[src/rtl/afl_pkg.sv]
package afl_pkg;

  typedef enum logic {
    SEL_LOW  = 1'b0,
    SEL_HIGH = 1'b1
  } ofs_sel_e;

  typedef enum logic {
    KIND_EMPTY = 1'b0,
    KIND_FULL  = 1'b1
  } flag_kind_e;

  // Reset-time threshold chosen from the FIFO depth.
  function automatic int default_offset(input int depth);
    if (depth == 256) begin
      return 31;
    end else if (depth == 512) begin
      return 63;
    end
    return 127;
  endfunction

endpackage

[src/rtl/afl_offset_bank.sv]
module afl_offset_bank #(
  parameter int OFS_W   = 12,
  parameter int DEF_LOW = 31,
  parameter int DEF_HIGH = 31
) (
  input  logic             clk,
  input  logic             rst_n,
  input  logic             load_n,
  input  logic             wen_n,
  input  logic [OFS_W-1:0] ofs_din,
  output logic [OFS_W-1:0] ofs_low,
  output logic [OFS_W-1:0] ofs_high
);
  import afl_pkg::*;

  localparam logic [OFS_W-1:0] RST_LOW  = OFS_W'(DEF_LOW);
  localparam logic [OFS_W-1:0] RST_HIGH = OFS_W'(DEF_HIGH);

  ofs_sel_e         sel_q, sel_d;
  logic [OFS_W-1:0] low_q, low_d;
  logic [OFS_W-1:0] high_q, high_d;
  logic             load_edge;

  assign load_edge = ~load_n & ~wen_n;

  always_comb begin
    sel_d  = sel_q;
    low_d  = low_q;
    high_d = high_q;
    if (load_n) begin
      sel_d = SEL_LOW;
    end else if (load_edge) begin
      if (sel_q == SEL_LOW) begin
        low_d = ofs_din;
        sel_d = SEL_HIGH;
      end else begin
        high_d = ofs_din;
        sel_d  = SEL_LOW;
      end
    end
  end

  always_ff @(posedge clk or negedge rst_n) begin
    if (!rst_n) begin
      sel_q  <= SEL_LOW;
      low_q  <= RST_LOW;
      high_q <= RST_HIGH;
    end else begin
      sel_q  <= sel_d;
      low_q  <= low_d;
      high_q <= high_d;
    end
  end

  assign ofs_low  = low_q;
  assign ofs_high = high_q;

endmodule

[src/rtl/afl_threshold.sv]
module afl_threshold #(
  parameter int                  DEPTH = 256,
  parameter int                  CNT_W = 9,
  parameter int                  OFS_W = 12,
  parameter afl_pkg::flag_kind_e KIND  = afl_pkg::KIND_EMPTY
) (
  input  logic             clk,
  input  logic             rst_n,
  input  logic             fwft,
  input  logic [CNT_W-1:0] occ,
  input  logic [OFS_W-1:0] ofs,
  output logic             flag_n
);
  import afl_pkg::*;

  localparam int CMP_W = ((CNT_W > OFS_W) ? CNT_W : OFS_W) + 2;
  localparam logic [CMP_W-1:0] DEPTH_X = CMP_W'(DEPTH);

  logic [CMP_W-1:0] occ_x, ofs_x, mode_x;
  logic             flag_d, flag_q;

  assign occ_x  = CMP_W'(occ);
  assign ofs_x  = CMP_W'(ofs);
  assign mode_x = CMP_W'(fwft);

  generate
    if (KIND == KIND_EMPTY) begin : g_low
      // High once the count exceeds the offset (plus one in fall-through).
      always_comb flag_d = (occ_x > (ofs_x + mode_x));
    end else begin : g_high
      // Low once count + offset reaches the depth (plus one in fall-through).
      always_comb flag_d = ~((occ_x + ofs_x) >= (DEPTH_X + mode_x));
    end
  endgenerate

  always_ff @(posedge clk or negedge rst_n) begin
    if (!rst_n) begin
      flag_q <= (KIND == KIND_FULL);
    end else begin
      flag_q <= flag_d;
    end
  end

  assign flag_n = flag_q;

endmodule

[src/rtl/afl_flag_unit.sv]
module afl_flag_unit #(
  parameter  int DEPTH = 256,
  parameter  int OFS_W = 12,
  localparam int CNT_W = $clog2(DEPTH + 2)
) (
  input  logic             clk,
  input  logic             rst_n,
  input  logic             fwft_mode,
  input  logic             load_n,
  input  logic             wen_n,
  input  logic [OFS_W-1:0] ofs_din,
  input  logic [CNT_W-1:0] occupancy,
  output logic             almost_empty_n,
  output logic             almost_full_n,
  output logic             store_wr
);
  import afl_pkg::*;

  localparam int DEF_OFS = default_offset(DEPTH);

  logic [OFS_W-1:0] ofs_low_q;
  logic [OFS_W-1:0] ofs_high_q;

  afl_offset_bank #(
    .OFS_W    (OFS_W),
    .DEF_LOW  (DEF_OFS),
    .DEF_HIGH (DEF_OFS)
  ) u_bank (
    .clk      (clk),
    .rst_n    (rst_n),
    .load_n   (load_n),
    .wen_n    (wen_n),
    .ofs_din  (ofs_din),
    .ofs_low  (ofs_low_q),
    .ofs_high (ofs_high_q)
  );

  afl_threshold #(
    .DEPTH (DEPTH),
    .CNT_W (CNT_W),
    .OFS_W (OFS_W),
    .KIND  (KIND_EMPTY)
  ) u_low_cmp (
    .clk    (clk),
    .rst_n  (rst_n),
    .fwft   (fwft_mode),
    .occ    (occupancy),
    .ofs    (ofs_low_q),
    .flag_n (almost_empty_n)
  );

  afl_threshold #(
    .DEPTH (DEPTH),
    .CNT_W (CNT_W),
    .OFS_W (OFS_W),
    .KIND  (KIND_FULL)
  ) u_high_cmp (
    .clk    (clk),
    .rst_n  (rst_n),
    .fwft   (fwft_mode),
    .occ    (occupancy),
    .ofs    (ofs_high_q),
    .flag_n (almost_full_n)
  );

  // Data words reach FIFO storage only outside load cycles.
  assign store_wr = ~wen_n & load_n;

endmodule

[config.mk]
export PLATFORM = sky130hd
export DESIGN_NAME = afl_flag_unit
export DESIGN_NICKNAME = d
export VERILOG_FILES = /design/src/rtl/afl_pkg.sv /design/src/rtl/afl_offset_bank.sv /design/src/rtl/afl_threshold.sv /design/src/rtl/afl_flag_unit.sv
export SDC_FILE = /design/constraint.sdc
export NUM_CORES = 1
export LEC_CHECK = 0
export CELL_PAD_IN_SITES_DETAIL_PLACEMENT = 1
export CELL_PAD_IN_SITES_GLOBAL_PLACEMENT = 2
export CORE_UTILIZATION = 34
export CTS_CLUSTER_SIZE = 12
export DETAILED_ROUTE_END_ITERATION = 8
export GPL_ROUTABILITY_DRIVEN = 1
export PLACE_DENSITY_LB_ADDON = 0.08
export SLEW_MARGIN = 20
export SYNTH_ARGS = -nofsm -noshare
export SYNTH_HDL_FRONTEND = slang
export SYNTH_SLANG_ARGS = --single-unit
[constraint.sdc]
create_clock -name clk -period 3.1 [get_ports clk]
set_input_delay 0.465 -clock clk [delete_from_list [all_inputs] [get_ports clk]]
set_output_delay 0.465 -clock clk [all_outputs]
set_load 0.1 [all_outputs]
==> key figures, run 1 <==
Worst setup path
  – R2r startpoint: u_bank.ofs_low[0]
  – Most frequent CP cell: ha_1
  – Critical Path AT: 2.92 ns
  – Crit. Startpoint: fwft_mode
  – Critical Path, Cell by Cell: clkdlybuf4s50_1, ha_1, ha_1, and3_1, nand3_1, xor2_1, ha_1, nor2_1, a2111oi_0, o21ai_0, a21oi_1
  – Setup Crit Path Kind: primary input to flip-flop
  – Crit path capture type: flip-flop
  – Top cell family by delay on the critical path: adder cells
  – CP Max Fanout: 4
  – CP max stage cell: clkdlybuf4s50_1
  – Buffers plus inverters on the worst setup path: 1
  – Critical Path RT: 3.31 ns
  – Slowest Stage Delay on Critical Path: 0.49 ns
  – Critical Path Source Type: primary input
  – Reg2Reg Setup Slack: 0.56 ns

Finish
  – Multi-input logic area: 0.00108 mm2
  – # diodes: 0
  – Fillers: 583
  – Post-route cell area: 0.00223 mm2
  – Most common cell after layout, fill and taps aside: clkdlybuf4s50_1
  – Share of layout cells above drive strength 1: 0.240
  – Register area: 689 um2
  – Nets: 249
  – P&R area growth vs syn: 23.8%
  – Most frequent cells in the layout: clkdlybuf4s50_1 (25), mux2_2 (24), ha_1 (21)

Logic synthesis
  – Synth Register Bits: 27
  – Synth Area per Inst: 10.8 um2
  – Asr flop ratio synth: 1.00
  – YS warnings: 0
  – Synthesized net count: 215
  – Post-synthesis cell count: 167
  – Distinct cells, synth: 33
  – Ys flop type: dfrtp_1
  – Sequential element share of the synthesized area: 0.382
  – Post-synth EDFFs: 0
  – Mapped cell area: 0.00180 mm2

Global route
  – Largest net degree at the start of global routing: 19
  – Initial antenna violation count: 0
  – Gr usage total: 0.175
  – GRT overflow: 0
  – Vias in the first global route: 1,434
  – First-pass GRT wire length: 7250 um

Clock network
  – Total CTS buffers: 3
  – Post-CTS Resized: 0
  – Clock latency on the worst-skew pair: 0.27 ns
  – Clock root cell: clkbuf_8
  – Deepest clock path buffer count: 2
  – # Post-CTS Setup Buffers: 0
  – Clock-pin slew on the worst setup and hold paths: 0.10 ns
  – Clk sinks: 27
  – CTS H-tree depth: 1
  – Hold-fix buffers, CTS: 0
  – CTS tree: done

Routing
  – DR iter-0 viols: 16
  – Vias: 1,360
  – WL/cell: 15.7 um
  – Drt pass-1 iters: 4
  – Vias/cell: 5.04
  – Routed wire length: 4250 um
  – Detail Route Antenna Nets: 0
  – DRC viols: 0

STA
  – Hold Vio Cnt, Final: 0
  – Final setup viols: 0
  – Slew @ Worst Pin: 0.840 ns
  – Slew Limit Fails: 0
  – Clock skew: 0.00665 ns
  – RSZ-0062 raised after global routing: no
  – Fin Setup TNS: 0 ns
  – Slew headroom: 0.438
  – Fmax: 368 MHz
  – Minimum clock period: 2.72 ns
  – Period utilization: 0.876

Hold path
  – Hold WC Path Type: flip-flop to flip-flop
  – Min-delay src: u_bank.ofs_high[10]

Place
  – IO buf count: 28
  – Hpwl dp: 3660 um
  – Routability cong.: 0.824
  – Placed cell areas: 0.00218 mm2

Floorplanning
  – Die width: 74.8 um
  – Initial Util: 0.353
  – DIE AREA: 0.00560 mm2
  – Core ar.: 0.00511 mm2
  – IO Count: 29
  – Chip Height: 74.8 um
  – Rows: 26

Job
  – Number of max-cap violations: 0

Run status
  – Status: completed

Pwr
  – Maximum VDD drop: 282 uV
  – Static Leak: 0.000938 uW
  – Power per cell area: 591 mW/mm2
[through the flow]
stage | setup WS (ns) | hold slack (ns) | std cells | total power [uW] | utilization
after detailed placement | 0.0739 | 0.502 | 266 | 1130 | 0.427
after global routing | 0.130 | 0.539 | 270 | 1440 | 0.437
after global placement | 0.173 | 0.493 | 266 | 1100 | 0.427
final | 0.385 | 0.526 | 270 | 1320 | 0.437
after floorplan | 0.782 | 0.169 | 167 | 947 | -
after CTS | 0.367 | 0.528 | 270 | 1350 | 0.437
[logic make-up after synthesis]
logic type,after synthesis,share of synthesized area
AND/OR/NAND/NOR,44,0.136
XOR/XNOR,12,0.0583
AO/OA/AOI/OAI,26,0.0881
flip-flops,27,0.382
adder cells (fa/ha/maj),22,0.157
multiplexers,25,0.155
buffers and inverters,11,0.0229
[flip-flops by register name (all words and copies together) (netlist names)]
| register | flops |
|---|---|
| u_low_cmp.flag_n | 1 |
| u_bank.ofs_high | 12 |
| u_bank.sel_q | 1 |
| u_high_cmp.flag_n | 1 |
| u_bank.ofs_low | 12 |
[where the power goes]
part           switching, uW  internal [uW]
logic                    294            283
registers               73.0            466
clock network            113           91.1
total                    480            840
[layer usage]
| metal | GRT usage | share of wire | wire (um) | vias up |
|---|---|---|---|---|
| li1 | - | - | - | 680 |
| met1 | 0.251 | 0.49 | 2070 | 659 |
| met2 | 0.280 | 0.48 | 2040 | 17 |
| met3 | 0.0201 | 0.016 | 70 | 4 |
| met4 | 0.0440 | 0.014 | 59 | 0 |
| met5 | 0 | 0 | 0 | - |
[cell usage after synthesis, types with 2 or more instances]
cell type,instances,area share
ha_1,21,0.15
o21a_1,2,0.0083
nor3_1,3,0.0083
nor2b_1,4,0.014
o21ai_0,8,0.022
xor2_1,5,0.024
inv_1,9,0.019
dfstp_2,11,0.16
a21oi_1,7,0.019
and3_1,6,0.021
or4_1,2,0.0083
dfrtp_1,16,0.22
nand2_1,6,0.012
a211oi_1,2,0.0083
xnor2_1,7,0.034
o22ai_1,2,0.0069
mux2_2,24,0.15
nand4_1,2,0.0069
nor2_1,8,0.017
nand3_1,7,0.019
clkbuf_1,2,0.0042
o211ai_1,2,0.0083
[layout make-up]
| class | count | area share |
|---|---|---|
| inverters | 9 | 0.0151 |
| well taps | 70 | 0.0392 |
| clock buffers | 3 | 0.0185 |
| clock inverters | 1 | 0.00336 |
| flip-flops and latches | 27 | 0.309 |
| multi-input cells | 129 | 0.483 |
| repair buffers | 31 | 0.132 |
[tightest hold or removal path, cell delays in order (launching register included)]
cell and delay (ns):
dfrtp_1 0.36, nor3_1 0.06, nand3_1 0.07, a21oi_1 0.04
[path summary, 6_finish.rpt]
| path | to | cells past startpoint |
|---|---|---|
| setup / recovery | u_low_cmp.flag_n | 11 |
| hold / removal | u_high_cmp.flag_n | 3 |
| setup reg to reg | u_low_cmp.flag_n | 10 |
| hold reg to reg | u_high_cmp.flag_n | 3 |
| max in group asynchronous | u_bank.ofs_low[4] | 2 |
| min in group asynchronous | u_bank.ofs_low[5] | 1 |
Note: power is estimated with default switching activity, not from simulation.
==> run 2, diff against run 1 <==
--- a/config.mk
+++ b/config.mk
@@ -5,9 +5,10 @@
 export SDC_FILE = /design/constraint.sdc
 export NUM_CORES = 1
 export LEC_CHECK = 0
+export ABC_AREA = 1
 export CELL_PAD_IN_SITES_DETAIL_PLACEMENT = 1
 export CELL_PAD_IN_SITES_GLOBAL_PLACEMENT = 2
-export CORE_UTILIZATION = 34
+export CORE_UTILIZATION = 30
 export CTS_CLUSTER_SIZE = 12
 export DETAILED_ROUTE_END_ITERATION = 8
 export GPL_ROUTABILITY_DRIVEN = 1
==> key figures, run 2 <==
Logic synthesis
  – Largest family of logic cells by synthesized area: simple AND/OR/NAND/NOR gates
  – YS warnings: 0 (unchanged)
  – Post-synthesis mux area share: 0 (-0.155)
  – Simple-gate area share of the yosys netlist: 0.317 (+0.181)
  – Mapped cell area: 0.00210 mm2 (+16%)
  – Asr flop ratio synth: 1.00 (unchanged)
  – Cell taking the most area after synthesis: dfrtp_1
  – Commonest cells in the netlist: nand2_1 (98), inv_1 (54), nand3_1 (25), nor2_1 (25), o21ai_0 (25)
  – Post-synthesis compound-gate area fraction: 0.0948 (+0.00668)
  – Distinct cells, synth: 22 (-33%)
  – Synth Register Bits: 27 (unchanged)
  – Area share of fa/ha/maj cells after synthesis: 0.135 (-0.0221)
  – Synth area leaders: dfrtp_1 (19%), nand2_1 (18%), dfstp_2 (14%), ha_1 (13%), inv_1 (9.7%)
  – Synthesized net count: 358 (+67%)
  – Synth Area per Inst: 6.77 um2 (-37%)
  – Count leader, synth: nand2_1
  – Post-synth EDFFs: 0 (unchanged)
  – Ys flop type: dfrtp_1
  – XOR/XNOR share of the synthesized area: 0.0209 (-0.0374)
  – Sequential element share of the synthesized area: 0.329 (-0.0538)
  – Share of the synthesized area in the top cell type: 0.191 (-0.0313)
  – Post-synthesis cell count: 310 (+86%)

STA
  – RSZ-0062 raised after global routing: no
  – Slew Limit Fails: 0 (unchanged)
  – Fmax: 390 MHz (+5.8%)
  – Period utilization: 0.828 (-0.0480)
  – Final worst slack: 0.533 ns (+0.149 ns)
  – Minimum clock period: 2.57 ns (-0.149 ns)
  – Fin Setup TNS: 0 ns (unchanged)
  – Slew @ Worst Pin: 0.859 ns (+0.0183 ns)
  – Hold Vio Cnt, Final: 0 (unchanged)
  – Clock skew: 0.00349 ns (-0.00315 ns)
  – Final setup viols: 0 (unchanged)
  – Slew headroom: 0.426 (-0.0122)

Worst setup path
  – Most frequent CP cell: nand2_1
  – Slowest Stage Delay on Critical Path: 0.49 ns (about the same)
  – Buffers plus inverters on the worst setup path: 1 (unchanged)
  – CP Max Fanout: 3 (-1)
  – Critical Path, Cell by Cell: clkdlybuf4s50_1, ha_1, nand3_1, nor2_1, a21oi_1, or2_2, ha_1, nand2_1, nor2_1, o21ai_0, nand3_1, nand3_1, nand2_1, nand2_1, nand2_1, nand2_1, nor2_1
  – Crit path capture type: flip-flop
  – Setup Crit Path Kind: primary input to flip-flop
  – Critical Path RT: 3.32 ns (about the same)
  – Critical Path AT: 2.79 ns (-0.13 ns)
  – Critical Path Source Type: primary input
  – CP max stage cell: clkdlybuf4s50_1
  – Top cell family by delay on the critical path: simple AND/OR/NAND/NOR gates

Pwr
  – Clock share of power: 0.156 (about the same)
  – Static Leak: 0.00134 uW (+42%)
  – Power per cell area: 536 mW/mm2 (-9.4%)
  – Net Switching: 572 uW (+19%)
  – Internal: 773 uW (-8.0%)
  – Maximum VDD drop: 181 uV (-36%)
  – Switch share: 0.425 (+0.0614)
  – Logic pwr share: 0.459 (+0.022)
  – Sequential Power Share: 0.384 (-0.024)

Clock network
  – Hold-fix buffers, CTS: 0 (unchanged)
  – CTS H-tree depth: 1 (unchanged)
  – # Post-CTS Setup Buffers: 0 (unchanged)
  – Clk sinks: 27 (unchanged)
  – Deepest clock path buffer count: 2 (unchanged)
  – Post-CTS Resized: 0 (unchanged)
  – Clock latency on the worst-skew pair: 0.28 ns (about the same)
  – Clock root cell: clkbuf_8
  – CTS tree: done
  – Clock-pin slew on the worst setup and hold paths: 0.10 ns (about the same)
  – Total CTS buffers: 3 (unchanged)

Global route
  – GRT overflow: 0 (unchanged)
  – Vias in the first global route: 2,090 (+46%)
  – Largest net degree at the start of global routing: 26 (+7)
  – First-pass GRT wire length: 9750 um (+34%)
  – Gr usage total: 0.169 (-0.00631)
  – Initial antenna violation count: 0 (unchanged)

Finish
  – P&R area growth vs syn: 19.6%
  – Nets: 388 (+56%)
  – Share of layout cells above drive strength 1: 0.0619 (-0.178)
  – Most common cell after layout, fill and taps aside: nand2_1
  – # diodes: 0 (unchanged)
  – Fillers: 866 (+49%)
  – Most frequent cells in the layout: nand2_1 (98), inv_1 (54)

Routing
  – Routed wire length: 5410 um (+27%)
  – DRC viols: 0 (unchanged)
  – Vias/cell: 4.71 (-6.6%)
  – WL/cell: 12.9 um (-18%)
  – Detail Route Antenna Nets: 0 (unchanged)
  – Drt pass-1 iters: 4 (unchanged)
  – Vias: 1,972 (+45%)
  – DR iter-0 viols: 34 (+18)

Floorplanning
  – Core ar.: 0.00676 mm2 (+32%)
  – Chip Height: 85.6 um (+14%)
  – IO Count: 29 (unchanged)
  – Initial Util: 0.311 (-0.0425)
  – DIE AREA: 0.00733 mm2 (+31%)
  – Rows: 30 (+15%)
  – Die width: 85.6 um (+14%)

Place
  – Hpwl dp: 4600 um (+26%)
  – Pre-CTS WS: 0.199 ns (+0.125 ns)
  – IO buf count: 28 (unchanged)
  – Routability cong.: 0.735 (-11%)

Run status
  – Status: completed

Hold path
  – Hold WC Path Type: flip-flop to flip-flop

Job
  – Number of max-cap violations: 0 (unchanged)
## run 2: final cells by class
cell class              count  area, um2  share of cell area
clock buffers               3       41.3              0.0165
repair buffers             29        280               0.112
well taps                  80        100              0.0399
multi-input cells         225       1190               0.475
flip-flops and latches     27        689               0.275
inverters                  54        203              0.0808
clock inverters             1       5.00             0.00199
## run 2: cells by family after synthesis
logic type	Yosys count
xor gates and xnor gates	5
and+or+nand+nor	160
DFF	27
AOI/OAI and AO/OA	38
adders and majority gates	22
buffers and inverters	58
## run 2: worst reg2reg max path, stage by stage (launching register included)
cell and delay, ns:
dfstp_2 0.55, ha_1 0.16, nand3_1 0.16, nor2_1 0.12
a21oi_1 0.07, or2_2 0.27, ha_1 0.30, nand2_1 0.07
nor2_1 0.15, o21ai_0 0.11, nand3_1 0.08, nand3_1 0.06
nand2_1 0.06, nand2_1 0.04, nand2_1 0.05, nand2_1 0.04
nor2_1 0.08
## run 2: path summary, 6_finish.rpt
kind / start / to / slack [ns] / cells past startpoint
min: u_bank.ofs_high[2] / u_bank.ofs_high[2] / 0.50 / 2
max in group asynchronous: rst_n / u_bank.ofs_high[1] / 1.69 / 2
max reg2reg: u_bank.ofs_low[0] / u_low_cmp.flag_n / 0.68 / 16
min reg2reg: u_bank.ofs_high[2] / u_bank.ofs_high[2] / 0.50 / 2
max: fwft_mode / u_low_cmp.flag_n / 0.53 / 17
min in group asynchronous: rst_n / u_bank.ofs_high[10] / 0.66 / 1
## run 2: layer usage
layer / track usage / vias up / part of all wire
met5: 0 / - / 0
met1: 0.225 / 913 / 0.50
met4: 0.0409 / 0 / 0.012
met2: 0.295 / 15 / 0.47
met3: 0.0144 / 4 / 0.013
li1: - / 1040 / -
## run 2: power by group through the flow
stage | Sequential (uW) | Combinational, uW | Clock (uW)
CTS | 518 | 632 | 222
detailed placement | 525 | 629 | 0
finish | 517 | 617 | 210
global route | 532 | 727 | 230
floorplan | 552 | 408 | 0
global placement | 522 | 620 | 0
## run 2: metrics by stage
stage	cells	hold slack [ns]	util	total power, uW	area [um2]
after global routing	419	0.541	0.371	1490	2510
after CTS	419	0.505	0.371	1370	2510
after global placement	415	0.476	0.365	1140	2460
after detailed placement	415	0.489	0.365	1150	2460
final	419	0.501	0.371	1340	2510
after floorplan	310	0.169	-	960	2100
